[src/rtl/irq_stat_pkg.sv]
package irq_stat_pkg;
    localparam int unsigned BYTE_W = 8;

    typedef enum logic {
        SEL_ACK  = 1'b0,
        SEL_MASK = 1'b1
    } reg_sel_e;
endpackage

[src/rtl/irq_event_merge.sv]
module irq_event_merge #(
    parameter int unsigned        STATUS_W  = 8,
    parameter logic [STATUS_W-1:0] RSVD_MASK = 8'h02,
    parameter int unsigned        SWI_BIT   = 2,
    parameter int unsigned        DRV_BIT   = 1
) (
    input  logic [STATUS_W-1:0] evt_i,
    input  logic                mask_wr_i,
    input  logic [STATUS_W-1:0] wdata_i,
    output logic [STATUS_W-1:0] set_o
);
    logic drv_req;

    assign drv_req = mask_wr_i & wdata_i[DRV_BIT];

    for (genvar b = 0; b < STATUS_W; b++) begin : g_bit
        if (RSVD_MASK[b]) begin : g_rsvd
            assign set_o[b] = 1'b0;
        end else if (b == SWI_BIT) begin : g_swi
            assign set_o[b] = evt_i[b] | drv_req;
        end else begin : g_plain
            assign set_o[b] = evt_i[b];
        end
    end
endmodule

[src/rtl/irq_gate.sv]
module irq_gate #(
    parameter int unsigned STATUS_W = 8,
    parameter int unsigned BYPASS_W = 4,
    parameter int unsigned DIS_BIT  = 0
) (
    input  logic [STATUS_W-1:0] status_i,
    input  logic [STATUS_W-1:0] mask_i,
    output logic                req_o
);
    localparam logic [STATUS_W-1:0] BYPASS_MASK = STATUS_W'((1 << BYPASS_W) - 1);

    logic [STATUS_W-1:0] eff;

    assign eff   = status_i & (~mask_i | BYPASS_MASK);
    assign req_o = (|eff) & ~mask_i[DIS_BIT];
endmodule

[src/rtl/irq_status_unit.sv]
module irq_status_unit #(
    parameter int unsigned         STATUS_W  = irq_stat_pkg::BYTE_W,
    parameter int unsigned         BYPASS_W  = 4,
    parameter int unsigned         DIS_BIT   = 0,
    parameter int unsigned         DRV_BIT   = 1,
    parameter int unsigned         SWI_BIT   = 2,
    parameter logic [STATUS_W-1:0] RSVD_MASK = 8'h02
) (
    input  logic                clk,
    input  logic                rst_n,
    input  logic [STATUS_W-1:0] evt_i,
    input  logic                reg_wr_i,
    input  logic                reg_sel_i,
    input  logic [STATUS_W-1:0] reg_wdata_i,
    output logic [STATUS_W-1:0] reg_rdata_o,
    output logic                irq_o
);
    import irq_stat_pkg::*;

    localparam logic [STATUS_W-1:0] DRV_MASK = STATUS_W'(1 << DRV_BIT);

    typedef struct packed {
        logic [STATUS_W-1:0] status;
        logic [STATUS_W-1:0] mask;
        logic                irq;
    } state_t;

    state_t state_d, state_q;

    logic                ack_wr;
    logic                mask_wr;
    logic [STATUS_W-1:0] set_vec;
    logic                gate_req;

    assign ack_wr  = reg_wr_i & (reg_sel_e'(reg_sel_i) == SEL_ACK);
    assign mask_wr = reg_wr_i & (reg_sel_e'(reg_sel_i) == SEL_MASK);

    irq_event_merge #(
        .STATUS_W (STATUS_W),
        .RSVD_MASK(RSVD_MASK),
        .SWI_BIT  (SWI_BIT),
        .DRV_BIT  (DRV_BIT)
    ) u_merge (
        .evt_i    (evt_i),
        .mask_wr_i(mask_wr),
        .wdata_i  (reg_wdata_i),
        .set_o    (set_vec)
    );

    irq_gate #(
        .STATUS_W(STATUS_W),
        .BYPASS_W(BYPASS_W),
        .DIS_BIT (DIS_BIT)
    ) u_gate (
        .status_i(state_d.status),
        .mask_i  (state_d.mask),
        .req_o   (gate_req)
    );

    always_comb begin
        state_d = state_q;
        if (mask_wr) begin
            state_d.mask = reg_wdata_i & ~DRV_MASK;
        end
        if (ack_wr) begin
            state_d.status = state_q.status & ~reg_wdata_i;
        end
        state_d.status = state_d.status | set_vec;
        if (|set_vec) begin
            state_d.irq = gate_req;
        end else if (ack_wr && (state_d.status == '0)) begin
            state_d.irq = 1'b0;
        end
    end

    always_ff @(posedge clk or negedge rst_n) begin
        if (!rst_n) begin
            state_q <= '0;
        end else begin
            state_q <= state_d;
        end
    end

    assign reg_rdata_o = (reg_sel_e'(reg_sel_i) == SEL_MASK) ? state_q.mask : state_q.status;
    assign irq_o       = state_q.irq;
endmodule

[config.mk]
export PLATFORM = sky130hd
export DESIGN_NAME = irq_status_unit
export DESIGN_NICKNAME = d
export VERILOG_FILES = /design/src/rtl/irq_stat_pkg.sv /design/src/rtl/irq_event_merge.sv /design/src/rtl/irq_gate.sv /design/src/rtl/irq_status_unit.sv
export SDC_FILE = /design/constraint.sdc
export NUM_CORES = 1
export LEC_CHECK = 0
export BUFFER_PORTS_ARGS = -buffer_cell sky130_fd_sc_hd__buf_2
export CAP_MARGIN = 10
export CORE_MARGIN = 1.5
export CORE_UTILIZATION = 49
export CTS_BUF_LIST = sky130_fd_sc_hd__clkbuf_4 sky130_fd_sc_hd__clkbuf_8 sky130_fd_sc_hd__clkbuf_16
export CTS_CLUSTER_DIAMETER = 100
export DETAILED_ROUTE_END_ITERATION = 6
export GPL_ROUTABILITY_DRIVEN = 1
export PLACE_DENSITY = 0.77
export SYNTH_ARGS = -nofsm -noshare
export SYNTH_HDL_FRONTEND = slang
export SYNTH_SLANG_ARGS = --single-unit
export TNS_END_PERCENT = 20
[constraint.sdc]
create_clock -name clk -period 1.4 [get_ports clk]
set_input_delay 0.07 -clock clk [delete_from_list [all_inputs] [get_ports clk]]
set_output_delay 0.07 -clock clk [all_outputs]
set_load 0.01 [all_outputs]
==> results.yml <==
status:
  outcome: "completed"
synth:
  synth.top_cells.by_area: "sky130_fd_sc_hd__dfrtp_1 46%, sky130_fd_sc_hd__mux2_2 9.7%, sky130_fd_sc_hd__nand2_1 6.1%"
  netlist_area_um2: 927
  synth_simple_gate_area_share_pct: 19.8
  postSynthNetCount: 113
  synth_top_area_share_pct: 45.9
  synth.avg_cell_area_um2: 9.97
  yosysWarningCount: 0
  yosys.area_share.adder_pct: 0
  synth_sequential_area_ratio_pct: 45.9
  netlist.top_cell.by_area: "sky130_fd_sc_hd__dfrtp_1"
  synth.lib_cells_used.distinct: 31
  synth-xor-area-share_pct: 0
  synth_compound_area_share_pct: 17.5
  netlist_instances: 93
  dominant_combinational_cell_family_by_area_after_synthesis: "simple AND/OR/NAND/NOR gates"
  synthesis_stage_register_bit_count: 17
  synth_mux_area_share_pct: 11.3
clock_network:
  tritoncts_num_sinks: 17
  clk_path_buf_depth: 2
  clkLatencyLatePin_ns: 0.28
  cts-root-buf: "sky130_fd_sc_hd__clkbuf_4"
  path_clk_slew_ns: 0.10
  cts_buffers: 3
  tritoncts_clock_tree: "yes"
  h-tree-depth: 1
  post-cts-setup-buffer-count: 0
  cts_resized: 0
pwr:
  seq_power_share_pct: 51.7
  cell_internal_pwr_mw: 0.778
  power_leakage_nw: 0.543
  power_frac_clock_pct: 26.0
  peakVddDrop_mv: 0.556
  p_switching_mw: 0.302
  net_sw_share_pct: 28.0
  post-layout-total-power_mw: 1.08
  power-per-cell-area_mw_per_mm2: 957
  comb_power_share_pct: 22.2
placement:
  port_buffers: 27
  dpl_worst_slack_ns: 0.112
  detailedPlacementHpwl_um: 1620
  globalplace.congestion: 0.873
global_route:
  grt_first_pass_wirelength_um: 3410
  grt.met2_usage_pct: 39.2
  initial_antenna_violation_count: 0
  globalRouteMet1Util_pct: 27.3
  globalRouteOverflowTotal: 0
  busiest_layer: "met2"
  grt_start_max_net_pins: 20
  grt_pass1_vias: 803
  groute.layer.met3.usage_pct: 5.10
  global_route_usage_over_all_layers_pct: 22.4
setup_path:
  timing.critical_path.fanout_max: 2
  critPathCaptureType: "flip-flop"
  timing.critical_path.required_ns: 1.57
  worst-setup-path-type: "flip-flop to flip-flop"
  setup.worst_path.start_class: "flip-flop"
  timing.critical_path.arrival_ns: 1.39
  regToRegSetupSlack_ns: 0.18
routing:
  detail_route.drc_violations: 0
  drtAntennaViolNets: 0
  initial_detailed_routing_violation_count: 15
  drt-vias-per-instance: 5.45
  1st_pass_router_iterations: 4
  wirelength_um: 2100
  routedWlPerCell_um: 14.0
  routed-via-count: 817
timing:
  max-slew-margin-rel_pct: 74.4
  setup_viol: 0
  slew_viol_final: 0
  worst_clock_skew_ns: 0.00294
  totalNegativeSetupSlack_ns: 0
  final_min_period_over_clock_period_pct: 87.1
  worstMarginPinSlew_ns: 0.384
  achievable-frequency_mhz: 820
  final.min_clock_period_ns: 1.22
  hold_viol: 0
  rsz0062_at_grt: "false"
  fin_ws_ns: 0.180
floorplan:
  floorplan.rows: 15
  floorplan.io_pins: 29
  core_region_area_mm2: 0.00175
  initial_utilization_pct: 53.1
  die_h_um: 46.5
  area_of_the_die_mm2: 0.00216
  die_width_um: 46.5
cells_and_area:
  synthToLayoutAreaGrowth_pct: 21.7
  nNetsFinal: 146
  drive_gt1_share_pct: 38.4
  fill_cells: 170
  diodes: 0
run:
  max_cap_violations: 0
worst_hold_path:
  holdCritPathClass: "input port to flip-flop"
## area by class of cell
class / count / area (µm²) / share of cell area, %
clock buffer: 4 / 30.0 / 2.66
tap: 25 / 31.3 / 2.77
multi-input combinational: 68 / 452 / 40.0
sequential: 17 / 425 / 37.7
timing repair buffer: 32 / 175 / 15.5
inverter: 4 / 15.0 / 1.33
## final timing paths
kind	cells after the start	from	endpoint
worst max register to register	5	state_q[15]	irq_o
worst max-delay path	5	state_q[15]	irq_o
worst min register to register	1	state_q[2]	state_q[2]
worst min-delay path	2	evt_i[7]	state_q[16]
min in group asynchronous	2	rst_n	state_q[16]
max in group asynchronous	2	rst_n	state_q[14]
## per-stage QoR
| step | cells | instance area [µm²] | hold WS (ns) | util [%] |
|---|---|---|---|---|
| 2_1_floorplan | 93 | 927 | -0.226 | - |
| 3_3_place_gp | 145 | 1090 | 0.0134 | 62.4 |
| 3_5_place_dp | 145 | 1090 | 0.0174 | 62.4 |
| 4_1_cts | 150 | 1130 | 0.0134 | 64.7 |
| 5_1_grt | 150 | 1130 | 0.0153 | 64.7 |
| 6_report | 150 | 1130 | 0.0132 | 64.7 |
## per-layer routing
metal	share of wire, %	wire length (µm)
met1	44	913
met2	49	1030
met3	5.4	114
met4	1.6	34
met5	0	0
## cells in the final DEF, fill, tap and decap left out, drive strengths merged
cell and instances:
nand2b 3, a31oi 3, nor3 1, buf 31
clkbuf 4, mux2 9, a22oi 1, o21ai 5
and2 1, nand2 16, nand3b 1, nand3 5
dlygate4sd3 1, a21boi 2, o21bai 1, a21o 5
nor2b 1, o22ai 1, a41o 1, a32oi 1
nor4 3, a21oi 3, dfrtp 17, o211ai 1
nor2 4, inv 4
## power groups by stage
stage,registers (mW),clock network (mW),logic [mW]
floorplan,0.563,0,0.141
global placement,0.564,0,0.230
detailed placement,0.569,0,0.238
CTS,0.559,0.284,0.242
global route,0.563,0.311,0.265
finish,0.559,0.281,0.240
## cells by family (layout without fill, tap and decap cells)
family,count (synthesis),after routing
compound gates,24,24
buf+inv,8,40
flops,17,17
mux,9,9
simple gates,35,35
## synthesized netlist by cell type
| cell type | n |
|---|---|
| sky130_fd_sc_hd__o22ai_1 | 1 |
| sky130_fd_sc_hd__dfrtp_1 | 17 |
| sky130_fd_sc_hd__o21ai_0 | 4 |
| sky130_fd_sc_hd__nand2b_1 | 3 |
| sky130_fd_sc_hd__a41o_1 | 1 |
| sky130_fd_sc_hd__nor2b_4 | 1 |
| sky130_fd_sc_hd__nand2_4 | 1 |
| sky130_fd_sc_hd__o21ai_1 | 1 |
| sky130_fd_sc_hd__a32oi_1 | 1 |
| sky130_fd_sc_hd__buf_4 | 1 |
| sky130_fd_sc_hd__nor4_2 | 1 |
| sky130_fd_sc_hd__buf_2 | 1 |
| sky130_fd_sc_hd__o21bai_1 | 1 |
| sky130_fd_sc_hd__and2_1 | 1 |
| sky130_fd_sc_hd__a21o_1 | 5 |
| sky130_fd_sc_hd__nor4_1 | 2 |
| sky130_fd_sc_hd__a31oi_1 | 3 |
| sky130_fd_sc_hd__o211ai_1 | 1 |
| sky130_fd_sc_hd__nand2_1 | 15 |
| sky130_fd_sc_hd__nor2_1 | 4 |
| sky130_fd_sc_hd__a21boi_2 | 1 |
| sky130_fd_sc_hd__a22oi_1 | 1 |
| sky130_fd_sc_hd__buf_6 | 2 |
| sky130_fd_sc_hd__nand3_1 | 5 |
| sky130_fd_sc_hd__a21boi_0 | 1 |
| sky130_fd_sc_hd__a21oi_1 | 3 |
| sky130_fd_sc_hd__mux2_2 | 8 |
| sky130_fd_sc_hd__nand3b_1 | 1 |
| sky130_fd_sc_hd__nor3_1 | 1 |
| sky130_fd_sc_hd__mux2_4 | 1 |
| sky130_fd_sc_hd__inv_1 | 4 |
## timing repair
item / CTS / global route
endpoints found under the setup margin: 0 / 0
hold buffers: 1 / 0
hold endpoints to repair: 17 / 0
## worst max-delay path, cell delays in order, from the launching register on
cell,delay [ns]
sky130_fd_sc_hd__dfrtp_1,0.39
sky130_fd_sc_hd__nor2_1,0.13
sky130_fd_sc_hd__a31oi_1,0.07
sky130_fd_sc_hd__nor4_1,0.31
sky130_fd_sc_hd__a41o_1,0.16
sky130_fd_sc_hd__a21boi_2,0.05
Note: power is estimated with default switching activity, not from simulation.
